<file path="src/rtl/iadd_pkg.sv">
package iadd_pkg;

    typedef struct packed {
        logic ovf;
        logic carry;
        logic sign;
        logic zero;
    } cc_t;

    localparam cc_t CC_CLEAR = '{ovf: 1'b0, carry: 1'b0, sign: 1'b0, zero: 1'b0};

    function automatic logic signed_ovf_bit(input logic res_msb, input logic a_msb,
                                            input logic b_msb);
        return (res_msb ^ a_msb) & ~(a_msb ^ b_msb);
    endfunction

endpackage

</file>
<file path="src/rtl/iadd_operand_prep.sv">
module iadd_operand_prep #(
    parameter int W  = 32,
    parameter int SW = $clog2(W)
) (
    input  logic [W-1:0]  a_i,
    input  logic [W-1:0]  b_i,
    input  logic          neg_a_i,
    input  logic          neg_b_i,
    input  logic          shadd_i,
    input  logic [SW-1:0] shamt_i,
    output logic [W-1:0]  a_eff_o,
    output logic [W-1:0]  b_eff_o
);
    logic [W-1:0] a_shifted;

    always_comb begin
        a_shifted = shadd_i ? (a_i << shamt_i) : a_i;
        a_eff_o   = neg_a_i ? (~a_shifted + 1'b1) : a_shifted;
        b_eff_o   = neg_b_i ? (~b_i + 1'b1) : b_i;
    end
endmodule

</file>
<file path="src/rtl/iadd_sum.sv">
module iadd_sum #(
    parameter int W = 32
) (
    input  logic [W-1:0] a_i,
    input  logic [W-1:0] b_i,
    input  logic         cin_i,
    output logic [W-1:0] sum_o
);
    always_comb begin
        sum_o = a_i + b_i + {{(W-1){1'b0}}, cin_i};
    end
endmodule

</file>
<file path="src/rtl/iadd_flag_gen.sv">
module iadd_flag_gen
    import iadd_pkg::*;
#(
    parameter int W = 32
) (
    input  logic [W-1:0] sum_i,
    input  logic [W-1:0] a_i,
    input  logic [W-1:0] b_i,
    input  logic         ext_i,
    input  logic         cin_i,
    output cc_t          cc_o
);
    logic below_a;
    logic equal_a;

    always_comb begin
        below_a    = sum_i < a_i;
        equal_a    = sum_i == a_i;
        cc_o.carry = ext_i ? (below_a | (equal_a & cin_i)) : below_a;
        cc_o.ovf   = signed_ovf_bit(sum_i[W-1], a_i[W-1], b_i[W-1]);
        cc_o.zero  = ~|sum_i;
        cc_o.sign  = sum_i[W-1];
    end
endmodule

</file>
<file path="src/rtl/iadd_cc_unit.sv">
module iadd_cc_unit
    import iadd_pkg::*;
#(
    parameter int W  = 32,
    parameter int SW = $clog2(W)
) (
    input  logic          clk,
    input  logic          rst,
    input  logic          in_vld_i,
    input  logic [W-1:0]  a_i,
    input  logic [W-1:0]  b_i,
    input  logic          neg_a_i,
    input  logic          neg_b_i,
    input  logic          ext_i,
    input  logic          setcc_i,
    input  logic          shadd_i,
    input  logic [SW-1:0] shamt_i,
    output logic          out_vld_o,
    output logic [W-1:0]  res_o,
    output logic [3:0]    cc_o
);
    logic [W-1:0] a_eff;
    logic [W-1:0] b_eff;
    logic [W-1:0] sum;
    logic         ext_eff;
    logic         cin_add;
    cc_t          cc_q;
    cc_t          cc_next;

    assign ext_eff = ext_i & ~shadd_i;
    assign cin_add = ext_eff & cc_q.carry;

    iadd_operand_prep #(.W(W), .SW(SW)) u_prep (
        .a_i     (a_i),
        .b_i     (b_i),
        .neg_a_i (neg_a_i),
        .neg_b_i (neg_b_i),
        .shadd_i (shadd_i),
        .shamt_i (shamt_i),
        .a_eff_o (a_eff),
        .b_eff_o (b_eff)
    );

    iadd_sum #(.W(W)) u_sum (
        .a_i   (a_eff),
        .b_i   (b_eff),
        .cin_i (cin_add),
        .sum_o (sum)
    );

    iadd_flag_gen #(.W(W)) u_flags (
        .sum_i (sum),
        .a_i   (a_eff),
        .b_i   (b_eff),
        .ext_i (ext_eff),
        .cin_i (cc_q.carry),
        .cc_o  (cc_next)
    );

    always_ff @(posedge clk) begin
        if (rst) begin
            out_vld_o <= 1'b0;
            res_o     <= '0;
            cc_q      <= CC_CLEAR;
        end else begin
            out_vld_o <= in_vld_i;
            if (in_vld_i) begin
                res_o <= sum;
                if (setcc_i) begin
                    cc_q <= cc_next;
                end
            end
        end
    end

    assign cc_o = cc_q;
endmodule

</file>
<file path="config.mk">
export PLATFORM = sky130hd
export DESIGN_NAME = iadd_cc_unit
export DESIGN_NICKNAME = d
export VERILOG_FILES = /design/src/rtl/iadd_pkg.sv /design/src/rtl/iadd_operand_prep.sv /design/src/rtl/iadd_sum.sv /design/src/rtl/iadd_flag_gen.sv /design/src/rtl/iadd_cc_unit.sv
export SDC_FILE = /design/constraint.sdc
export NUM_CORES = 1
export LEC_CHECK = 0
export BUFFER_PORTS_ARGS = -buffer_cell sky130_fd_sc_hd__buf_4
export CORE_MARGIN = 8
export CORE_UTILIZATION = 48
export DETAILED_ROUTE_END_ITERATION = 10
export PLACE_DENSITY = 0.69
export SETUP_SLACK_MARGIN = 0.05
export SLEW_MARGIN = 20
export SYNTH_ARGS = -nofsm -noshare
export SYNTH_HDL_FRONTEND = slang
export SYNTH_SLANG_ARGS = --single-unit
</file>
<file path="constraint.sdc">
create_clock -name clk -period 10 [get_ports clk]
set_clock_uncertainty 0.1 [all_clocks]
set_input_delay 1 -clock clk [delete_from_list [all_inputs] [get_ports clk]]
set_output_delay 1 -clock clk [all_outputs]
set_load 0.01 [all_outputs]
</file>
==> results by group, run 1 <==
Status
  – Run status: complete, no violations

Placed design
  – GPL Wtd Cong: 1.001
  – # placed instances: 1,152
  – IO Port Bufs: 113
  – Post-DP HPWL: 18,300 um

Setup path
  – CP Launch Type: primary input
  – Reg2reg end: cc_o[2]
  – Crit path from: shamt_i[0]
  – Launching point of the worst reg2reg path: cc_o[2]
  – Worst setup EP type: flip-flop
  – Setup CP Type: in -> reg
  – WP data required: 10.09 ns
  – Worst-path maximum fanout: 48
  – Worst r2r path cells: 18
  – Arr. time, crit path: 8.94 ns
  – Reg2Reg Setup Slack: 4.41 ns

GRT
  – Antenna violations before repair: 0
  – All-Layer GR Usage: 0.2321
  – Largest net degree at the start of global routing: 49
  – Total grt overflow: 0
  – Vias in the first global route: 7,019
  – First-pass GRT wire length: 35,880 um

Pwr
  – Sequential share of power: 0.163
  – Comb power frac: 0.711
  – Cell Int Power: 644.4 uW
  – Clock share of power: 0.127
  – Power Total: 1195 uW
  – Switching power: 550.1 uW
  – Pwr dens: 146.2 nW/um^2
  – Leakage: 0.003549 uW
  – Switching Fraction: 0.4605
  – Maximum ir drop on the vdd rail: 0.00008073 V

Timing
  – Crit path time final: 8.847 ns
  – Fin. max-slew vios: 0
  – Period utilization: 0.8847
  – Final setup violation count: 0
  – Post-Route Setup TNS: 0 ns
  – Maximum operating frequency: 113.0 MHz
  – Final hold vios: 0
  – Worst Tran Pin Value: 0.9604 ns
  – Hold Slack: 0.3780 ns
  – Max_slew headroom: 0.3590
  – Unrepaired setup endpoints after global routing: false

Routing
  – WL per Instance: 19.38 um
  – Iteration-0 DRC Markers: 508
  – Via count: 7,272
  – Remaining DRCs: 0
  – Via density per instance: 6.274
  – DR pass1 iterations: 5
  – Final WL: 22,470 um
  – Routed Antenna Nets: 0

Synth
  – Synth async-reset ratio: 0
  – Ys flop type: dfxtp_1
  – Most frequent cells after synthesis: nor2_1 (74), ha_1 (64), xnor2_1 (63)
  – Synth Net Count: 1,039
  – Largest area contributor in the netlist: ha_1
  – Top cell type's share of synthesized area: 0.1121
  – Avg Inst Size Synth: 7.969 sq um
  – FF+latch count, synth: 37
  – Part of the Yosys area used for sequential elements: 0.1037
  – Area contributors post-synth: ha_1 (11%), dfxtp_1 (10%), mux4_2 (8.2%)
  – Synth unique cells: 75
  – Number of synthesized flops with an enable pin: 0
  – Yosys warns: 0
  – Top-count cell post-synth: nor2_1
  – Post-Syn Instances: 896
  – Synthesized area: 7141 sq um

Clocking
  – Hold_buf cts: 0
  – TritonCTS buffer count: 5
  – Clock Tree Root: clkbuf_16
  – Resize count post-CTS: 0
  – Clock Latency Late Sink: 0.28 ns
  – CTS tree: yes
  – H-tree depth: 2
  – Postcts setup bufs: 0
  – Worst-path clk slew: 0.05 ns
  – Clock sinks: 37
  – CTS max path bufs: 2

Cells and area
  – Fillers: 1,411
  – N_diodes: 0
  – Cell Count, Final, Fillers Out: 1,159
  – Proportion of layout cells with a drive suffix above 1: 0.1764
  – Layout net count: 1,118
  – Layout area overhead: 14.44%

Die
  – I/O Pins: 114
  – Die area: 19,040 sq um
  – Chip height: 138.0 um
  – Die W: 138.0 um
  – Rows: 44
  – Starting Density: 0.4913
  – Core area: 14,530 sq um

Min path
  – Worst hold endpoint: cc_o[1]
  – Hold path depth: 2
  – Worst hold path startpoint: cc_o[1]
  – Class of the worst hold path: reg -> reg

Run
  – MaxCap Viol Count: 0
critical path, stage by stage:
cell and delay, ns:
buf_4 0.55, mux4_1 0.69, mux2i_1 0.45, a31oi_1 0.20, nor2_1 0.23, nand3_1 0.16
or3_1 0.47, nand2_1 0.11, xnor2_1 0.14, ha_1 0.33, a21oi_1 0.33, nand2_1 0.10
a2111oi_0 0.59, o21ai_0 0.35, o211ai_1 0.29, a21oi_1 0.18, a2111oi_0 0.40, o21bai_1 0.16
xor3_2 0.45, ha_1 0.34, nand4_1 0.07, or2_2 0.30, or3_1 0.41, nor4_1 0.29
a21oi_1 0.11, a211oi_1 0.22
state kept, by name, summed over array words and instances (netlist names):
register   flops
out_vld_o      1
res_o         32
cc_o           4
how the worst max path moves through the flow:
stage / endpoint
finish: cc_o[2]
global placement: cc_o[2]
detailed placement: cc_o[2]
floorplan: cc_o[2]
global route: cc_o[2]
CTS: cc_o[2]
through the flow:
step	worst slack (ns)	area (sq um)	util
after floorplan	2.567	7141	-
after CTS	1.326	8172	0.5622
final	1.153	8172	0.5622
after global routing	0.5727	8172	0.5622
after global placement	1.476	8029	0.5524
after detailed placement	1.076	8029	0.5524
layout by cell type (no fill, tap or decap), types with 9 or more instances in the layout:
cell      instances
a211oi_1         11
a21o_1           14
a21oi_1          47
a22oi_1          10
buf_4           115
dfxtp_1          37
ha_1             64
inv_1            51
mux2i_1          56
mux4_2           26
nand2_1          61
nand2b_1         17
nand3_1          17
nand4_1          19
nor2_1           74
nor2b_1          20
nor3_1            9
o21a_1           13
o21ai_0          54
o22ai_1          12
o31ai_1          16
or2_2             9
or3_1            11
xnor2_1          63
xor2_1           22
power by group through the flow:
stage	Sequential [uW]	Combinational, uW	Clock, uW
after global placement	197	839	0
after detailed placement	197	838	0
after global routing	198	942	161
after CTS	195	845	156
after floorplan	209	584	0
final	195	849	151
layout make-up:
cell class	instances	area, sq um	share of cell area
Multi-Input combinational cell	765	6003	0.7347
Tap cell	184	230.2	0.02817
Inverter	51	191.4	0.02343
Timing Repair Buffer	115	863.3	0.1056
Sequential cell	37	740.7	0.09064
Clock buffer	7	142.6	0.01746
kinds of logic after synthesis:
family	share of synthesized area
simple gates	0.1971
compound gates	0.2285
mux	0.1873
buf+inv	0.05554
xor+xnor	0.1100
fa+ha+maj	0.1178
flops	0.1037
metal layers:
metal | wire length (um) | vias up | GRT usage
met5 | 0 | - | 0
li1 | - | 3517 | -
met2 | 10570 | 288 | 0.3885
met4 | 280 | 0 | 0.04119
met3 | 1547 | 29 | 0.03551
met1 | 10070 | 3438 | 0.3112
Note: power is estimated with default switching activity, not from simulation.
==> run 2, diff against run 1 <==
--- a/config.mk
+++ b/config.mk
@@ -6,10 +6,11 @@
 export NUM_CORES = 1
 export LEC_CHECK = 0
 export BUFFER_PORTS_ARGS = -buffer_cell sky130_fd_sc_hd__buf_4
+export CAP_MARGIN = 10
 export CORE_MARGIN = 8
-export CORE_UTILIZATION = 48
+export CORE_UTILIZATION = 50
 export DETAILED_ROUTE_END_ITERATION = 10
-export PLACE_DENSITY = 0.69
+export PLACE_DENSITY = 0.72
 export SETUP_SLACK_MARGIN = 0.05
 export SLEW_MARGIN = 20
 export SYNTH_ARGS = -nofsm -noshare
==> run 2 against run 1 <==
  * Global-route usage fell by 0.36 points
  * Maximum frequency fell by 0.28%
  * Cell count fell by 0.26%
  * Combinational power barely moved
  * Clock power rose by 23%
  * Largest power group unchanged
  * Worst hold slack got worse by 0.011 ns
  * Power rose by 2.6%
  * Critical path depth did not move
==> results by group, run 2 (synthesized netlist as in run 1, its figures left out) <==
Routing
  – Remaining DRCs: 0
  – Routed Antenna Nets: 0
  – DR pass1 iterations: 5
  – Final WL: 21,480 um
  – Via count: 7,243
  – Via density per instance: 6.266
  – WL per Instance: 18.58 um
  – Iteration-0 DRC Markers: 602

Setup path
  – Worst path slowest cell: mux4_1
  – Worst r2r path cells: 18
  – Worst path top cell family by delay: compound AO/OA/AOI/OAI gates
  – Launching point of the worst reg2reg path: cc_o[2]
  – Worst setup EP type: flip-flop
  – CP Launch Type: primary input
  – Arr. time, crit path: 8.97 ns
  – Reg2reg end: cc_o[2]
  – Reg2Reg Setup Slack: 4.37 ns
  – Worst-path maximum fanout: 48
  – WP data required: 10.09 ns
  – CP Buf/Inv Count: 1
  – Most frequent CP cell: a21oi_1
  – Setup CP Type: in -> reg
  – Worst path max stage delay: 0.68 ns

Clocking
  – Clock Latency Late Sink: 0.28 ns
  – TritonCTS buffer count: 5
  – H-tree depth: 2
  – Worst-path clk slew: 0.06 ns
  – Postcts setup bufs: 0
  – Clock sinks: 37
  – Clock Tree Root: clkbuf_16
  – Hold_buf cts: 0
  – Resize count post-CTS: 0
  – CTS tree: yes
  – CTS max path bufs: 2

Timing
  – Final hold vios: 0
  – Hold Slack: 0.3670 ns
  – Period utilization: 0.8872
  – Final setup violation count: 0
  – Unrepaired setup endpoints after global routing: false
  – Post-Route Setup TNS: 0 ns
  – Crit path time final: 8.872 ns
  – Maximum operating frequency: 112.7 MHz
  – Fin. max-slew vios: 0
  – Max_slew headroom: 0.3701
  – Worst Tran Pin Value: 0.9439 ns

GRT
  – First-pass GRT wire length: 35,160 um
  – Largest net degree at the start of global routing: 49
  – Total grt overflow: 0
  – Antenna violations before repair: 0
  – Vias in the first global route: 7,016
  – All-Layer GR Usage: 0.2285

Run
  – MaxCap Viol Count: 0

Cells and area
  – Layout net count: 1,118
  – Largest register FFs: 32
  – Most common cell after layout, fill and taps aside: buf_4
  – Reg with most FFs: res_o
  – Fillers: 1,341
  – Sequential cell area: 740.7 sq um
  – Proportion of layout cells with a drive suffix above 1: 0.1783
  – Most frequent cells in the layout: buf_4 (115), nor2_1 (74), ha_1 (64)
  – Area of the multi-input gates: 6003 sq um
  – N_diodes: 0
  – Layout area overhead: 14.84%

Die
  – Starting Density: 0.5124
  – Rows: 43
  – Die W: 135.5 um
  – Core area: 13,930 sq um
  – Chip height: 135.5 um
  – I/O Pins: 114
  – Die area: 18,360 sq um

Pwr
  – Maximum ir drop on the vdd rail: 0.00008611 V
  – Leakage: 0.003562 uW
  – Pwr dens: 149.4 nW/um^2

Placed design
  – GPL Wtd Cong: 1.001
  – IO Port Bufs: 113
  – Post-DP HPWL: 17,450 um

Min path
  – Hold path depth: 2
  – Worst hold endpoint: cc_o[1]
  – Class of the worst hold path: reg -> reg
  – Worst hold path startpoint: cc_o[1]

Status
  – Run status: complete, no violations
## run 2: changes by cell type in the layout (fill, tap and decap cells not counted), sizes merged
cell,delta
bufinv,+1
clkbuf,-1
clkinvlp,+1
## run 2: layout make-up
class | count | share of cell area
tap | 180 | 0.02746
clock inverter | 2 | 0.004577
multi-input combinational | 765 | 0.7321
clock buffer | 6 | 0.01694
sequential | 37 | 0.09033
timing repair buffer | 115 | 0.1053
inverter | 51 | 0.02334
## run 2: layer usage
metal  wire [um]  share of wire  up-vias  GRT usage
met1        9304           0.43     3389     0.2967
met5           0              0        -          0
li1            -              -     3525          -
met2       10100           0.47      288     0.3840
met3        1516          0.071       41    0.03635
met4         556          0.026        0    0.06107
## run 2: how the worst max path moves through the flow
| stage | to | start | depth (start not counted) |
|---|---|---|---|
| floorplan | cc_o[2] | shamt_i[0] | 29 |
| global placement | cc_o[2] | shamt_i[0] | 26 |
| detailed placement | cc_o[2] | shamt_i[0] | 26 |
| CTS | cc_o[2] | shamt_i[0] | 26 |
| global route | cc_o[2] | shamt_i[0] | 26 |
| finish | cc_o[2] | shamt_i[0] | 26 |
## run 2: stage by stage
step | std cells | utilization | worst slack (ns) | total power [uW] | area, sq um
after CTS | 1156 | 0.5885 | 1.283 | 1221 | 8200
after floorplan | 896 | - | 2.567 | 793.2 | 7141
final | 1156 | 0.5885 | 1.128 | 1225 | 8200
after detailed placement | 1148 | 0.5758 | 1.096 | 1031 | 8024
after global placement | 1148 | 0.5758 | 1.590 | 1023 | 8024
after global routing | 1156 | 0.5885 | 0.4463 | 1331 | 8200
## run 2: worst min-delay path, delay by kind of cell (launching register included)
| family | cells | cell delay, ns |
|---|---|---|
| compound gates | 1 | 0.06 |
| flops | 1 | 0.31 |
| simple gates | 1 | 0.05 |
## run 2: power breakdown
group	total, uW	switching (uW)	internal [uW]
Combinational	846	478	369
Clock	185	60.4	124
Sequential	195	16.6	178
==> run 3, diff against run 2 <==
--- a/config.mk
+++ b/config.mk
@@ -7,10 +7,12 @@
 export LEC_CHECK = 0
 export BUFFER_PORTS_ARGS = -buffer_cell sky130_fd_sc_hd__buf_4
 export CAP_MARGIN = 10
+export CELL_PAD_IN_SITES_DETAIL_PLACEMENT = 0
+export CELL_PAD_IN_SITES_GLOBAL_PLACEMENT = 1
 export CORE_MARGIN = 8
-export CORE_UTILIZATION = 50
+export CORE_UTILIZATION = 44
 export DETAILED_ROUTE_END_ITERATION = 10
-export PLACE_DENSITY = 0.72
+export PLACE_DENSITY_LB_ADDON = 0.1
 export SETUP_SLACK_MARGIN = 0.05
 export SLEW_MARGIN = 20
 export SYNTH_ARGS = -nofsm -noshare
==> run 3 against run 2 <==
  * Utilization is 6.9 points lower
  * Critical path type unchanged
  * Highest routed layer unchanged
  * Critical endpoint unchanged
  * Cell count grew 3.0%
  * Largest cell class unchanged
  * Sequential cell count is the same
  * Largest power group unchanged
==> results by group, run 3 (synthesized netlist as in run 1, its figures left out) <==
GRT
  – First-pass GRT wire length: 36,060 um
  – All-Layer GR Usage: 0.2170
  – Vias in the first global route: 6,873
  – Antenna violations before repair: 0
  – Total grt overflow: 0
  – Largest net degree at the start of global routing: 49

Min path
  – Class of the worst hold path: reg -> reg

Timing
  – Final hold vios: 0
  – Post-Route Setup TNS: 0 ns
  – Worst Tran Pin Value: 1.040 ns
  – Unrepaired setup endpoints after global routing: false
  – Crit path time final: 8.809 ns
  – Max_slew headroom: 0.3060
  – Hold Slack: 0.3599 ns
  – Maximum operating frequency: 113.5 MHz
  – Fin. max-slew vios: 0
  – Final setup violation count: 0
  – Period utilization: 0.8809

Clocking
  – CTS max path bufs: 2
  – Hold_buf cts: 0
  – Postcts setup bufs: 0
  – CTS tree: yes
  – Resize count post-CTS: 0
  – Clock Latency Late Sink: 0.28 ns
  – Clock sinks: 37
  – TritonCTS buffer count: 5
  – Clock Tree Root: clkbuf_16
  – H-tree depth: 2
  – Worst-path clk slew: 0.06 ns

Die
  – Starting Density: 0.4495
  – Die W: 143.4 um
  – I/O Pins: 114
  – Core area: 15,890 sq um
  – Die area: 20,560 sq um
  – Rows: 46
  – Chip height: 143.4 um

Routing
  – Remaining DRCs: 0
  – WL per Instance: 18.99 um
  – Final WL: 22,620 um
  – Iteration-0 DRC Markers: 609
  – Routed Antenna Nets: 0
  – Via count: 7,126
  – Via density per instance: 5.983
  – DR pass1 iterations: 5

Cells and area
  – Layout net count: 1,117
  – Most frequent cells in the layout: buf_4 (114), nor2_1 (74), ha_1 (64)
  – Reg with most FFs: res_o
  – Largest register FFs: 32
  – N_diodes: 0
  – Layout area overhead: 15.56%
  – Proportion of layout cells with a drive suffix above 1: 0.1774
  – Most common cell after layout, fill and taps aside: buf_4

Pwr
  – Cell Int Power: 688.8 uW
  – Leakage: 0.003568 uW
  – Maximum ir drop on the vdd rail: 0.00007803 V
  – Comb power frac: 0.682
  – Switching power: 561.8 uW
  – Sequential share of power: 0.155
  – Clock share of power: 0.163
  – Pwr dens: 151.6 nW/um^2
  – Switching Fraction: 0.4492

Status
  – Run status: complete, no violations

Setup path
  – Worst setup EP type: flip-flop
  – WP data required: 10.10 ns
  – Worst-path maximum fanout: 48
  – Arr. time, crit path: 8.91 ns
  – CP Launch Type: primary input
  – Setup CP Type: in -> reg

Placed design
  – IO Port Bufs: 113
  – GPL Wtd Cong: 0.9816
  – Post-DP HPWL: 18,780 um

Run
  – MaxCap Viol Count: 0
[run 3: metrics by stage]
stage	instances	total power [uW]	setup slack [ns]	cell area, sq um	util
final	1191	1251	1.191	8252	0.5195
after global routing	1191	1360	0.5991	8252	0.5195
after CTS	1191	1253	1.326	8252	0.5195
after detailed placement	1183	1043	1.118	8061	0.5075
after global placement	1183	1043	1.482	8061	0.5075
after floorplan	896	793.2	2.567	7141	-
[run 3: path summary, 6_finish.rpt]
| path | start | end | slack (ns) | cells past startpoint |
|---|---|---|---|---|
| setup / recovery | shamt_i[0] | cc_o[2] | 1.19 | 26 |
| setup reg to reg | cc_o[2] | cc_o[2] | 4.34 | 18 |
| hold reg to reg | cc_o[1] | cc_o[1] | 0.36 | 2 |
| hold / removal | cc_o[1] | cc_o[1] | 0.36 | 2 |
[run 3: critical path, cell delays in order]
cell       delay, ns
buf_4           0.55
mux4_2          0.61
a22oi_1         0.54
a31oi_1         0.21
nor2_1          0.21
nand3_1         0.15
or3_1           0.47
nand2_1         0.11
xnor2_1         0.14
ha_1            0.33
a21oi_1         0.34
nand2_1         0.08
a2111oi_0       0.55
o21ai_0         0.34
o211ai_1        0.30
a21oi_1         0.18
a2111oi_0       0.44
o21bai_1        0.17
xor3_2          0.44
ha_1            0.34
nand4_1         0.08
or2_2           0.29
or3_1           0.41
nor4_1          0.27
a21oi_1         0.11
a211oi_1        0.23
[run 3: final cells by class]
type	instances	area, sq um
clock inverter	3	65.06
fill	1618	7634
timing repair buffer	114	855.8
tap	216	270.3
sequential	37	740.7
inverter	51	191.4
multi-input combinational	765	6003
clock buffer	5	125.1
[run 3: metal layers]
metal,vias to the layer above,part of all wire,global-route usage,routed length [um]
li1,3525,-,-,-
met1,3297,0.44,0.2853,9983
met2,271,0.47,0.3620,10560
met3,33,0.075,0.04446,1694
met4,0,0.017,0.03874,378
met5,-,0,0,0
[run 3: power by group through the flow]
| stage | clock network, uW | registers, uW | logic [uW] |
|---|---|---|---|
| 3_5_place_dp | 0 | 198 | 846 |
| 3_3_place_gp | 0 | 198 | 846 |
| 5_1_grt | 213 | 198 | 949 |
| 2_1_floorplan | 0 | 209 | 584 |
| 6_report | 203 | 194 | 853 |
| 4_1_cts | 206 | 195 | 852 |
